<file path="src/rtl/kdb_pkg.sv">
package kdb_pkg;
  parameter int unsigned DEF_CODE_W = 4;
  parameter int unsigned DEF_DEPTH  = 16;
endpackage

</file>
<file path="src/rtl/kdb_sample_chain.sv">
module kdb_sample_chain #(
  parameter int unsigned W     = 5,
  parameter int unsigned DEPTH = 16
) (
  input  logic         clk_i,
  input  logic         rst_ni,
  input  logic [W-1:0] word_i,
  output logic [W-1:0] newest_o,
  output logic         stable_o
);
  localparam int unsigned NCMP = DEPTH - 1;

  logic [W-1:0]    stage_q [DEPTH];
  logic [NCMP-1:0] pair_eq;

  always_ff @(posedge clk_i or negedge rst_ni) begin
    if (!rst_ni) begin
      for (int k = 0; k < DEPTH; k++) stage_q[k] <= '0;
    end else begin
      stage_q[0] <= word_i;
      for (int k = 1; k < DEPTH; k++) stage_q[k] <= stage_q[k-1];
    end
  end

  for (genvar g = 0; g < NCMP; g++) begin : g_cmp
    assign pair_eq[g] = (stage_q[g+1] == stage_q[g]);
  end

  assign stable_o = &pair_eq;
  assign newest_o = stage_q[0];
endmodule

</file>
<file path="src/rtl/kdb_out_reg.sv">
module kdb_out_reg #(
  parameter int unsigned W = 5
) (
  input  logic         clk_i,
  input  logic         rst_ni,
  input  logic [W-1:0] cand_i,
  input  logic         stable_i,
  output logic [W-1:0] word_o,
  output logic         load_o
);
  logic take;
  assign take = stable_i && (cand_i != word_o);

  always_ff @(posedge clk_i or negedge rst_ni) begin
    if (!rst_ni) begin
      word_o <= '0;
      load_o <= 1'b0;
    end else begin
      load_o <= take;
      if (take) word_o <= cand_i;
    end
  end
endmodule

</file>
<file path="src/rtl/key_code_debounce.sv">
module key_code_debounce
  import kdb_pkg::*;
#(
  parameter int unsigned CODE_W = DEF_CODE_W,
  parameter int unsigned DEPTH  = DEF_DEPTH
) (
  input  logic              clk_i,
  input  logic              rst_ni,
  input  logic [CODE_W-1:0] code_i,
  input  logic              key_valid_i,
  output logic [CODE_W-1:0] code_o,
  output logic              valid_o,
  output logic              new_o
);
  localparam int unsigned W = CODE_W + 1;

  logic [W-1:0] word_in, newest, word_out;
  logic         stable;

  // no-key word carries zero code bits so a release compares cleanly
  assign word_in = {key_valid_i, key_valid_i ? code_i : {CODE_W{1'b0}}};

  kdb_sample_chain #(.W(W), .DEPTH(DEPTH)) u_chain (
    .clk_i, .rst_ni,
    .word_i  (word_in),
    .newest_o(newest),
    .stable_o(stable)
  );

  kdb_out_reg #(.W(W)) u_out (
    .clk_i, .rst_ni,
    .cand_i  (newest),
    .stable_i(stable),
    .word_o  (word_out),
    .load_o  (new_o)
  );

  assign valid_o = word_out[W-1];
  assign code_o  = word_out[CODE_W-1:0];
endmodule

</file>
<file path="config.mk">
export PLATFORM = sky130hd
export DESIGN_NAME = key_code_debounce
export DESIGN_NICKNAME = d
export VERILOG_FILES = /design/src/rtl/kdb_pkg.sv /design/src/rtl/kdb_sample_chain.sv /design/src/rtl/kdb_out_reg.sv /design/src/rtl/key_code_debounce.sv
export SDC_FILE = /design/constraint.sdc
export NUM_CORES = 1
export LEC_CHECK = 0
export BUFFER_PORTS_ARGS = -buffer_cell sky130_fd_sc_hd__buf_2
export CAP_MARGIN = 20
export CORE_ASPECT_RATIO = 1.1
export CORE_MARGIN = 2
export CORE_UTILIZATION = 59
export DETAILED_ROUTE_END_ITERATION = 10
export PLACE_DENSITY = 0.77
export SYNTH_ARGS = -nofsm -noshare
export SYNTH_HDL_FRONTEND = slang
export SYNTH_SLANG_ARGS = --single-unit
export TNS_END_PERCENT = 30
</file>
<file path="constraint.sdc">
create_clock -name clk_i -period 3.13 [get_ports clk_i]
set_input_delay 0.4695 -clock clk_i [delete_from_list [all_inputs] [get_ports clk_i]]
set_output_delay 0.4695 -clock clk_i [all_outputs]
set_load 0.01 [all_outputs]
</file>
== Word level (Yosys, flattened, before mapping) ==
Index checks and enable logic that the tools add are counted.

* Equality and inequality tests: 16
* Reduce and logical (&&, ||, !) cells: 2
* Multiplexer cells: 1

{| class="wikitable"
|+ Operators by type and width
! kind !! count
|-
| $eq 5x5->1 || 15
|-
| $reduce_and 15->1 || 1
|-
| $ne 5x5->1 || 1
|-
| $mux 4 || 1
|-
| $logic_and 1x1->1 || 1
|}

* Logic and storage cells: 37
* Bits in registers: 86

== Longest topological paths before layout ==
Gate-level depths: netlist (run 1).

* Depth in word-level cells: 3
* Depth in mapped cells: 6
* Gate-level depth less buffers: 6

== Hierarchy ==
A second synthesis (run 1) with hierarchy kept.

* Cell total of the unflattened synthesis: 202
* Area total of the unflattened synthesis: 2989.1 µm²

{| class="wikitable"
|+ By module, submodules not included
! module !! seq. area each (µm²) !! area each (µm²) !! instances !! cells each
|-
| kdb_sample_chain || 2001.9 || 2695.1 || 1 || 179
|-
| kdb_out_reg || 150.1 || 269.0 || 1 || 19
|-
| key_code_debounce || 0.0 || 25.0 || 1 || 4
|}

== Worst setup path after synthesis (run 1) ==
No wires, ideal clock.

* Kind: register -> register
* Start point: reg u_chain.stage_q[61] (netlist bit)
* End point: reg u_out.word_o[0]
* Arrival time: 2.147 ns
* Setup slack: 0.859 ns
* Buffers on the path: 0
* Cell stages (with the launch flop): 6
* Required time: 3.005 ns
* Library setup time: 0.125 ns
* Cells stage by stage: dfrtp_1 -> or3_2 -> a222oi_1 -> nand4_1 -> nor4_4 -> mux2_2

* Word-level cells in the longest chain between the ends: 3

{| class="wikitable"
|+ RTL lines
! element !! RTL line !! RTL
|-
| start, declared || kdb_sample_chain.sv:13 || <nowiki>logic [W-1:0] stage_q [DEPTH];</nowiki>
|-
| $eq 5x5->1 || kdb_sample_chain.sv:26 || <nowiki>assign pair_eq[g] = (stage_q[g+1] == stage_q[g]);</nowiki>
|-
| $reduce_and 15->1 * || kdb_sample_chain.sv:29 || <nowiki>assign stable_o = &pair_eq;</nowiki>
|-
| $logic_and 1x1->1 * || kdb_out_reg.sv:12 || <nowiki>assign take = stable_i && (cand_i != word_o);</nowiki>
|-
| end signal, assigned || kdb_out_reg.sv:20 || <nowiki>if (take) word_o <= cand_i;</nowiki>
|-
| end, declared || kdb_out_reg.sv:8 || <nowiki>output logic [W-1:0] word_o,</nowiki>
|}

Every way passes the cells marked *; elsewhere a longest branch is shown, timed or not.
A chain may end at the register's enable or synchronous reset.

== Worst setup path in the final report (run 1) ==
* Start point: reg u_chain.stage_q[61] (netlist bit)
* End point: reg u_out.word_o[4]

The elaborated chain is that of the path after synthesis.

==> results.txt, run 1 <==
The tools report the number of gates resized after cts as 0. The checks that failed: hold timing. The largest total area in the synthesized netlist belongs to sky130_fd_sc_hd__dfrtp_1. The run gives 8910 um as the global-route wire length before repair. Registers take 2150 um2. For this run, design rule violations remaining after detail routing come to 0. The number of top-level pins was 13; the maximum fanout along the worst path was 5. For the sum of routed wire length over all layers, the log shows 5290 um.

Sorting the synthesized cells by area gives the leading types as sky130_fd_sc_hd__dfrtp_1 (72%), sky130_fd_sc_hd__xor2_1 (5.9%), sky130_fd_sc_hd__xnor2_1 (5.6%), sky130_fd_sc_hd__mux2_2 (1.9%), sky130_fd_sc_hd__nand4_1 (1.9%). Share of cells above drive strength 1: 15.1%. Via count normalized by instance count: 5.89. Global routing used 21.9% of the available tracks. The cell chosen for the clock root is sky130_fd_sc_hd__clkbuf_8. The average instance in the mapped netlist occupies 15.2 um2. The initial antenna violation count is 0, and the die footprint is 5630 um2.

The total number of placement rows is 27, and the clock transition at the register clock pins on the worst setup and hold paths after CTS is 0.08 ns. The count of hold buffers inserted by post-cts repair was 0; the maximum ir drop on the vdd rail was 0.561 mV. The floorplan step set the die height to 78.5 um.

The total congestion overflow after global routing is 0, and the combined area of the multi-input logic cells is 823 um2. In this design, the stage delay of the slowest critical-path cell is 0.50 ns. TritonCTS built the clock tree.

The run gives 0 as the antenna violation net count after detailed routing. Yosys printed 0 warnings. The analysis attributes to cell leakage a power of 1.56 nW. The hold violation total from the final report came out at 14. Timing analysis after detailed placement gives a worst setup slack of 0.581 ns.

In the synthesized netlist, mux cells make up 1.89% of the area. Of the available clock period, the critical path in the final layout requires 83.1%. The final critical-path required period works out to 2.60 ns.

The flow ran to the end, but the final reports show violations. For the number of post-CTS setup repair buffers, the log shows 0. The slowest library cell on the worst path is sky130_fd_sc_hd__nor4_4. The per-cell routed wire length came out at 18.7 um.

At the worst endpoint, the arrival time is 2.83 ns. Counting flops with a built-in enable in the synthesized netlist gives 0. Summed over all nets, the half-perimeter wirelength after detailed placement is 3610 um. The tools report the final setup TNS as 0 ns.

The worst hold-check slack came out at -0.00551 ns. After synthesis, the largest family of logic cells by area is simple AND/OR/NAND/NOR gates. For this run, the post-layout net count is 227. The run gives 0.528 ns as the setup slack after layout. The transition time at the pin with the least slew margin is 0.502 ns, and the worst clock skew is 0.0132 ns.

The die extent in x came out at 71.7 um. The post-synthesis share of cell area spent on full adders, half adders and majority gates is 0%. Via count: 1666. The category of the most critical setup path was reg -> reg. The synthesis-stage register bit count is 86.

The post-synthesis sequential area ratio came out at 72.3%. After technology mapping, the gate count stands at 196. Setup violations remaining at the end of the flow were counted as 0.

In this run the tool buffered the top-level ports with 12 buffer cells. STA classifies the critical path endpoint as a flop. The detailed router finished its first iteration with 143 violations. Power spread over the standard cell area amounts to 644 nW/um2. The region available for standard cell placement spans 4930 um2.

Traced cell by cell, the critical path runs through or3_2 > a222oi_1 > nand4_1 > nor4_4 > mux2_2. The required time of the worst setup path was 3.36 ns. The final max-slew violation count came out at 0. Summing the areas of all and, or, nand and nor instances in the mapped netlist gives 11.5% of the synthesized area. At the later pin of the worst-skew pair, clock insertion delay measures 0.35 ns.

The run gives 60.3% as the initial cell density of the core. Counting the fill cells in the layout gives 326. Across the run, the number of max-cap violations was 0. For this design, the sink count on the clock tree is 86. The count of TritonRoute iterations in the first routing pass came out at 4. The number of clock buffers inserted by TritonCTS is 9, and the area fraction in compound gates after synthesis is 2.78%. Among all flip-flop cells after synthesis, the most frequent one is sky130_fd_sc_hd__dfrtp_1. CTS built an H-tree with a depth of 3. The netlist area before placement came out at 2980 um2. The tightest min-delay check is of the in -> async type.

Based on the critical path, the design can be clocked at up to 384 MHz. The number of nets handed over by synthesis was 203. Of the post-synthesis cell area, the dominant cell type holds 72.3%. The congestion estimate from routability-driven global placement came to 0.844.

Relative to the synthesized area, the layout overhead comes to 12.7%. Kind of launch point of the worst setup path: a flop. The worst pin sits at a relative slew slack of 66.2%. The run gives 2 as the number of buffers on the longest clock path. Counting flops with an async set or reset pin after synthesis yields a share of 100%.

The antenna diode count was 0; the number of global-route vias before repair was 1776. Entering global routing, the biggest net connects 87 pins. The xor/xnor share of the synthesized area works out to 11.5%. Setup repair after global routing left no endpoint under its margin. The synthesized netlist contains 22 unique library cells.
-- where the power goes --
part           leakage [nW]  switching (mW)  internal (mW)
registers              1.09          0.0587           1.16
clock network        0.0998           0.377          0.451
logic                 0.367          0.0563         0.0504
total                  1.56           0.492           1.67
-- state kept, by name, indices dropped and copies added (netlist names) --
register	cells
u_out.word_o	5
u_chain.newest_o	5
u_chain.stage_q	75
u_out.load_o	1
-- critical path: cells and delay by family, from the launching register on --
family / cells / cell delay, ns
flops: 1 / 0.42
simple gates: 3 / 1.24
mux: 1 / 0.39
compound gates: 1 / 0.44
-- cells in the final DEF (no fill, tap or decap), types with 2 or more instances in the layout --
cell | Yosys | layout
sky130_fd_sc_hd__xnor2_1 | 19 | 19
sky130_fd_sc_hd__a221oi_1 | 3 | 3
sky130_fd_sc_hd__nand4_1 | 9 | 9
sky130_fd_sc_hd__and3_1 | 6 | 6
sky130_fd_sc_hd__or4_1 | 4 | 4
sky130_fd_sc_hd__o21ai_0 | 2 | 2
sky130_fd_sc_hd__clkbuf_8 | 0 | 9
sky130_fd_sc_hd__dfrtp_1 | 86 | 86
sky130_fd_sc_hd__and2_1 | 4 | 4
sky130_fd_sc_hd__mux2_2 | 5 | 5
sky130_fd_sc_hd__buf_2 | 0 | 11
sky130_fd_sc_hd__clkinvlp_4 | 0 | 2
sky130_fd_sc_hd__or3_1 | 5 | 5
sky130_fd_sc_hd__bufinv_16 | 0 | 2
sky130_fd_sc_hd__a2111oi_0 | 2 | 2
sky130_fd_sc_hd__nand3_1 | 9 | 9
sky130_fd_sc_hd__o22ai_1 | 3 | 3
sky130_fd_sc_hd__nor3_1 | 7 | 7
sky130_fd_sc_hd__clkbuf_1 | 0 | 2
sky130_fd_sc_hd__xor2_1 | 20 | 20
sky130_fd_sc_hd__nor4_1 | 6 | 6
-- through the flow --
stage / hold WS [ns] / power (mW) / instances / cell area (um2) / util (%)
5_1_grt: 0.00790 / 2.24 / 283 / 3350 / 68.0
3_5_place_dp: 0.382 / 1.35 / 266 / 3110 / 63.1
4_1_cts: 0.273 / 2.16 / 282 / 3330 / 67.4
2_1_floorplan: 0.174 / 1.29 / 196 / 2980 / -
6_report: -0.00551 / 2.16 / 283 / 3350 / 68.0
3_3_place_gp: 0.374 / 1.34 / 266 / 3110 / 63.1
-- layer usage --
metal	up-vias	track usage, %	share of wire [%]
li1	756	-	-
met1	853	28.5	44
met2	44	34.5	50
met3	13	4.11	3.3
met4	0	12.5	2.6
met5	-	0	0
-- final timing paths --
check	from	to	slack [ns]	cells past startpoint
worst max-delay path	u_chain.stage_q[61]	u_out.word_o[4]	0.53	5
worst min-delay path	rst_ni	u_chain.stage_q[11]	-0.006	1
worst min register to register	u_chain.stage_q[53]	u_chain.stage_q[48]	0.40	0
max in group asynchronous	rst_ni	u_chain.stage_q[41]	2.55	2
worst max register to register	u_chain.stage_q[61]	u_out.word_o[4]	0.53	5
min in group clk_i	key_valid_i	u_chain.newest_o[4]	0.28	1
-- area by class of cell --
type	count	area share, %
multi-input cells	110	24.6
clock buffers	11	3.92
well taps	58	2.16
repair buffers	13	2.69
flip-flops and latches	86	64.2
clock inverters	5	2.50
-- synth_stat cells (2+ instances only) --
library cell,number
sky130_fd_sc_hd__a2111oi_0,2
sky130_fd_sc_hd__a221oi_1,3
sky130_fd_sc_hd__and2_1,4
sky130_fd_sc_hd__and3_1,6
sky130_fd_sc_hd__dfrtp_1,86
sky130_fd_sc_hd__mux2_2,5
sky130_fd_sc_hd__nand3_1,9
sky130_fd_sc_hd__nand4_1,9
sky130_fd_sc_hd__nor3_1,7
sky130_fd_sc_hd__nor4_1,6
sky130_fd_sc_hd__o21ai_0,2
sky130_fd_sc_hd__o22ai_1,3
sky130_fd_sc_hd__or3_1,5
sky130_fd_sc_hd__or4_1,4
sky130_fd_sc_hd__xnor2_1,19
sky130_fd_sc_hd__xor2_1,20
-- cells by family (layout without fill, tap and decap cells) --
family          after synthesis  after routing
buf+inv                       0             29
simple gates                 55             55
flops                        86             86
xor+xnor                     39             39
compound gates               11             11
mux                           5              5
Note: power is estimated with default switching activity, not from simulation.
==> run 2, diff against run 1 <==
- clock period: 3.13 -> 2.7 ns (I/O delays scaled with it)
==> run 2 against run 1 <==
The flow now finishes without violations; die area is the same; global-route usage shrank 0.66 points; clock-buffer cell count grew 2; final cell count grew 0.71%; final area grew 0.11%; fmax grew 4.2%; wire length shrank 1.1%; setup slack lost 0.33 ns; critical path type unchanged; critical endpoint is now u_out.word_o[0].
==> results.txt, run 2 (synthesized netlist as in run 1, its figures left out) <==
Leaving out fill and tap cells, the most frequent cells in the layout are sky130_fd_sc_hd__dfrtp_1 (86), sky130_fd_sc_hd__xor2_1 (20), sky130_fd_sc_hd__xnor2_1 (19). The congestion estimate from routability-driven global placement came to 0.844. Input and output buffers added on the ports amount to 12. The run gives 1667 as the via count. The startpoint identified for the worst hold timing path is key_valid_i.

The total number of placement rows was 27. The total power consumption of the routed design is 2.44 mW, and the die footprint is 5630 um2. The analysis attributes to net switching a power of 550 uW. Combinational logic is responsible for 5.1% of the overall power.

Relative to the synthesized area, the layout overhead comes to 12.8%. Counting flops per register, the top entry is u_chain.stage_q. The post-route netlist has 15.4% of its cells at a drive strength greater than 1. The worst path arrival time was 2.73 ns.

The final critical path takes up 92.5% of the cycle. The first global-routing pass estimated 8650 um of wire. The tools report the internal power contribution as 1.89 mW. For this design the top-level I/O count stands at 13. met2 is the most crowded layer.

Using the TritonRoute via totals, the vias-per-cell ratio works out to 5.85. The region available for standard cell placement spans 4930 um2. The critical path starts at u_chain.stage_q[45]. Placed instance area: 3110 um2. The detail route stage leaves a number of antenna-violating nets equal to 0. The global-route met2 utilization is 34.7%. Category of the most critical setup path: reg -> reg.

Counting along the longest clock path gives a buffer depth of 2. The final standard cell area without fillers came out at 3360 um2. Counting the buffers created by CTS gives 9. In the global route stage, met1 resource usage came out at 26.6%. After global routing the overflow that remains totals 0. The pin count of the biggest net entering global routing came out at 87. The tools report the kind of launch point of the worst setup path as a flop. For this run, the top clock speed supported by timing is 400 MHz. The run gives 0 as the antenna diode count. CTS built an H-tree with a depth of 3. In this run the worst path has a maximum fanout of 5. For the pin with the worst max-slew slack, the measured transition is 0.521 ns.

The worst clock skew is 0.00870 ns. Clock tree synthesis selected as its root buffer the cell sky130_fd_sc_hd__clkbuf_8. The terminating pin of the worst hold path is u_chain.newest_o[4]. The run gives 0.441 mV as the maximum ir drop on the vdd rail. In this run switching power makes up 22.6% of total power. The number of global-route vias before repair is 1736, and the initial cell density of the core is 60.3%.

The number of sinks driven by the clock tree is 86. In this run the worst hold path is classified as in -> reg. The worst path needs 2.50 ns of the cycle, external delays included. The worst hold-check slack is 0.206 ns. The setup check on the worst reg-to-reg path leaves a slack of 0.20 ns. The setup slack after layout is 0.203 ns, and the relative contribution of sequential cells to total power is 58.2%. Headroom to the max-slew limit came out at 64.9%.

The clock transition at the register clock pins on the worst setup and hold paths after CTS was 0.07 ns. For the worst setup path, the data required time is 2.94 ns. The length in cells of the worst reg-to-reg path is 6, and the initial antenna violation count is 0. The destination of the worst register-to-register timing path was u_out.word_o[0]. The met3 capacity usage during global routing was 3.98%; the flip-flop count of the largest register after layout was 75.

Summed over all layers, the routed wires come to 5230 um. The worst flop-to-flop path startpoint is u_chain.stage_q[45]. The clock network burns 36.7% of the power. At the end of the flow, the number of nets in the layout was 229. The leading cell type in the layout, fill and taps excluded is sky130_fd_sc_hd__dfrtp_1. The run gives 0 as the total of endpoints with negative setup slack in the final report. The per-cell routed wire length was 18.4 um. The tools report the endpoint class of the critical path as a flop.

For the worst-skew pair, the clock arrives at the later sink with an insertion delay of 0.36 ns. The detailed router finished its first iteration with 136 violations. In this run the horizontal extent of the chip is 71.7 um.

The tools report the hold violation total from the final report as 0. The global routing usage summed across all routing layers came out at 21.2%. For the count of TritonRoute iterations in the first routing pass, the log shows 4.

The worst hold path depth is 1. The flow ran to the end, and the final reports show no timing, DRC or antenna violations. After legalization and detailed placement, the total HPWL measured 3640 um.

The die is 78.5 um tall. Max-cap violations in this run came to 0. Power spread over the standard cell area amounts to 726 nW/um2. The tools report the final setup TNS as 0 ns. TritonCTS built the clock tree. The run gives 1.57 nW as the leakage power total.

The tools report the number of gates resized after cts as 0. At the placement stage, the worst setup path has a slack of 0.138 ns. For the final max-slew violation count, the log shows 0. Setup repair after global routing left no endpoint under its margin.

For this run, design rule violations remaining after detail routing come to 0.
==> run 2: critical path: stages (launching register included) <==
cell	delay, ns
sky130_fd_sc_hd__dfrtp_1	0.42
sky130_fd_sc_hd__or3_1	0.39
sky130_fd_sc_hd__a2111oi_0	0.42
sky130_fd_sc_hd__o21ai_0	0.30
sky130_fd_sc_hd__nor4_4	0.32
sky130_fd_sc_hd__buf_4	0.19
sky130_fd_sc_hd__mux2_2	0.34
==> run 2: per-layer routing <==
metal	routed length (um)	share of wire, %
met3	225	4.3
met2	2730	52
met5	0	0
met1	2150	41
met4	130	2.5
==> run 2: cell type report <==
class / instances / area [um2]
clock buffer: 13 / 159
multi-input combinational: 110 / 823
clock inverter: 3 / 42.5
timing repair buffer: 15 / 108
fill: 334 / 1580
sequential: 86 / 2150
tap: 58 / 72.6
==> run 2: per-stage QoR <==
step                      cells  util, %
after floorplan             196        -
after global placement      266     63.1
after detailed placement    266     63.1
after CTS                   282     67.1
after global routing        285     68.1
final                       285     68.1
==> run 2: what timing repair did <==
action / in CTS / in global routing
endpoints found under the hold margin: 0 / 14
setup buffers: 0 / 1
setup endpoints to repair: 0 / 5
hold buffers: 0 / 1
==> run 2: power by group through the flow <==
stage / logic, mW / registers (mW) / clock network [mW]
after detailed placement: 0.119 / 1.44 / 0
after floorplan: 0.0689 / 1.42 / 0
after global routing: 0.140 / 1.43 / 0.963
after global placement: 0.115 / 1.44 / 0
after CTS: 0.120 / 1.42 / 0.901
final: 0.124 / 1.42 / 0.895
==> run 2: worst max-delay path by stage <==
stage | end | slack [ns] | depth (start not counted)
after floorplan | u_out.word_o[0] | 0.43 | 5
after global placement | u_out.word_o[3] | 0.29 | 5
after detailed placement | u_out.word_o[0] | 0.14 | 5
after CTS | u_out.word_o[0] | 0.13 | 5
after global routing | u_out.word_o[2] | 0.03 | 6
final | u_out.word_o[0] | 0.20 | 6
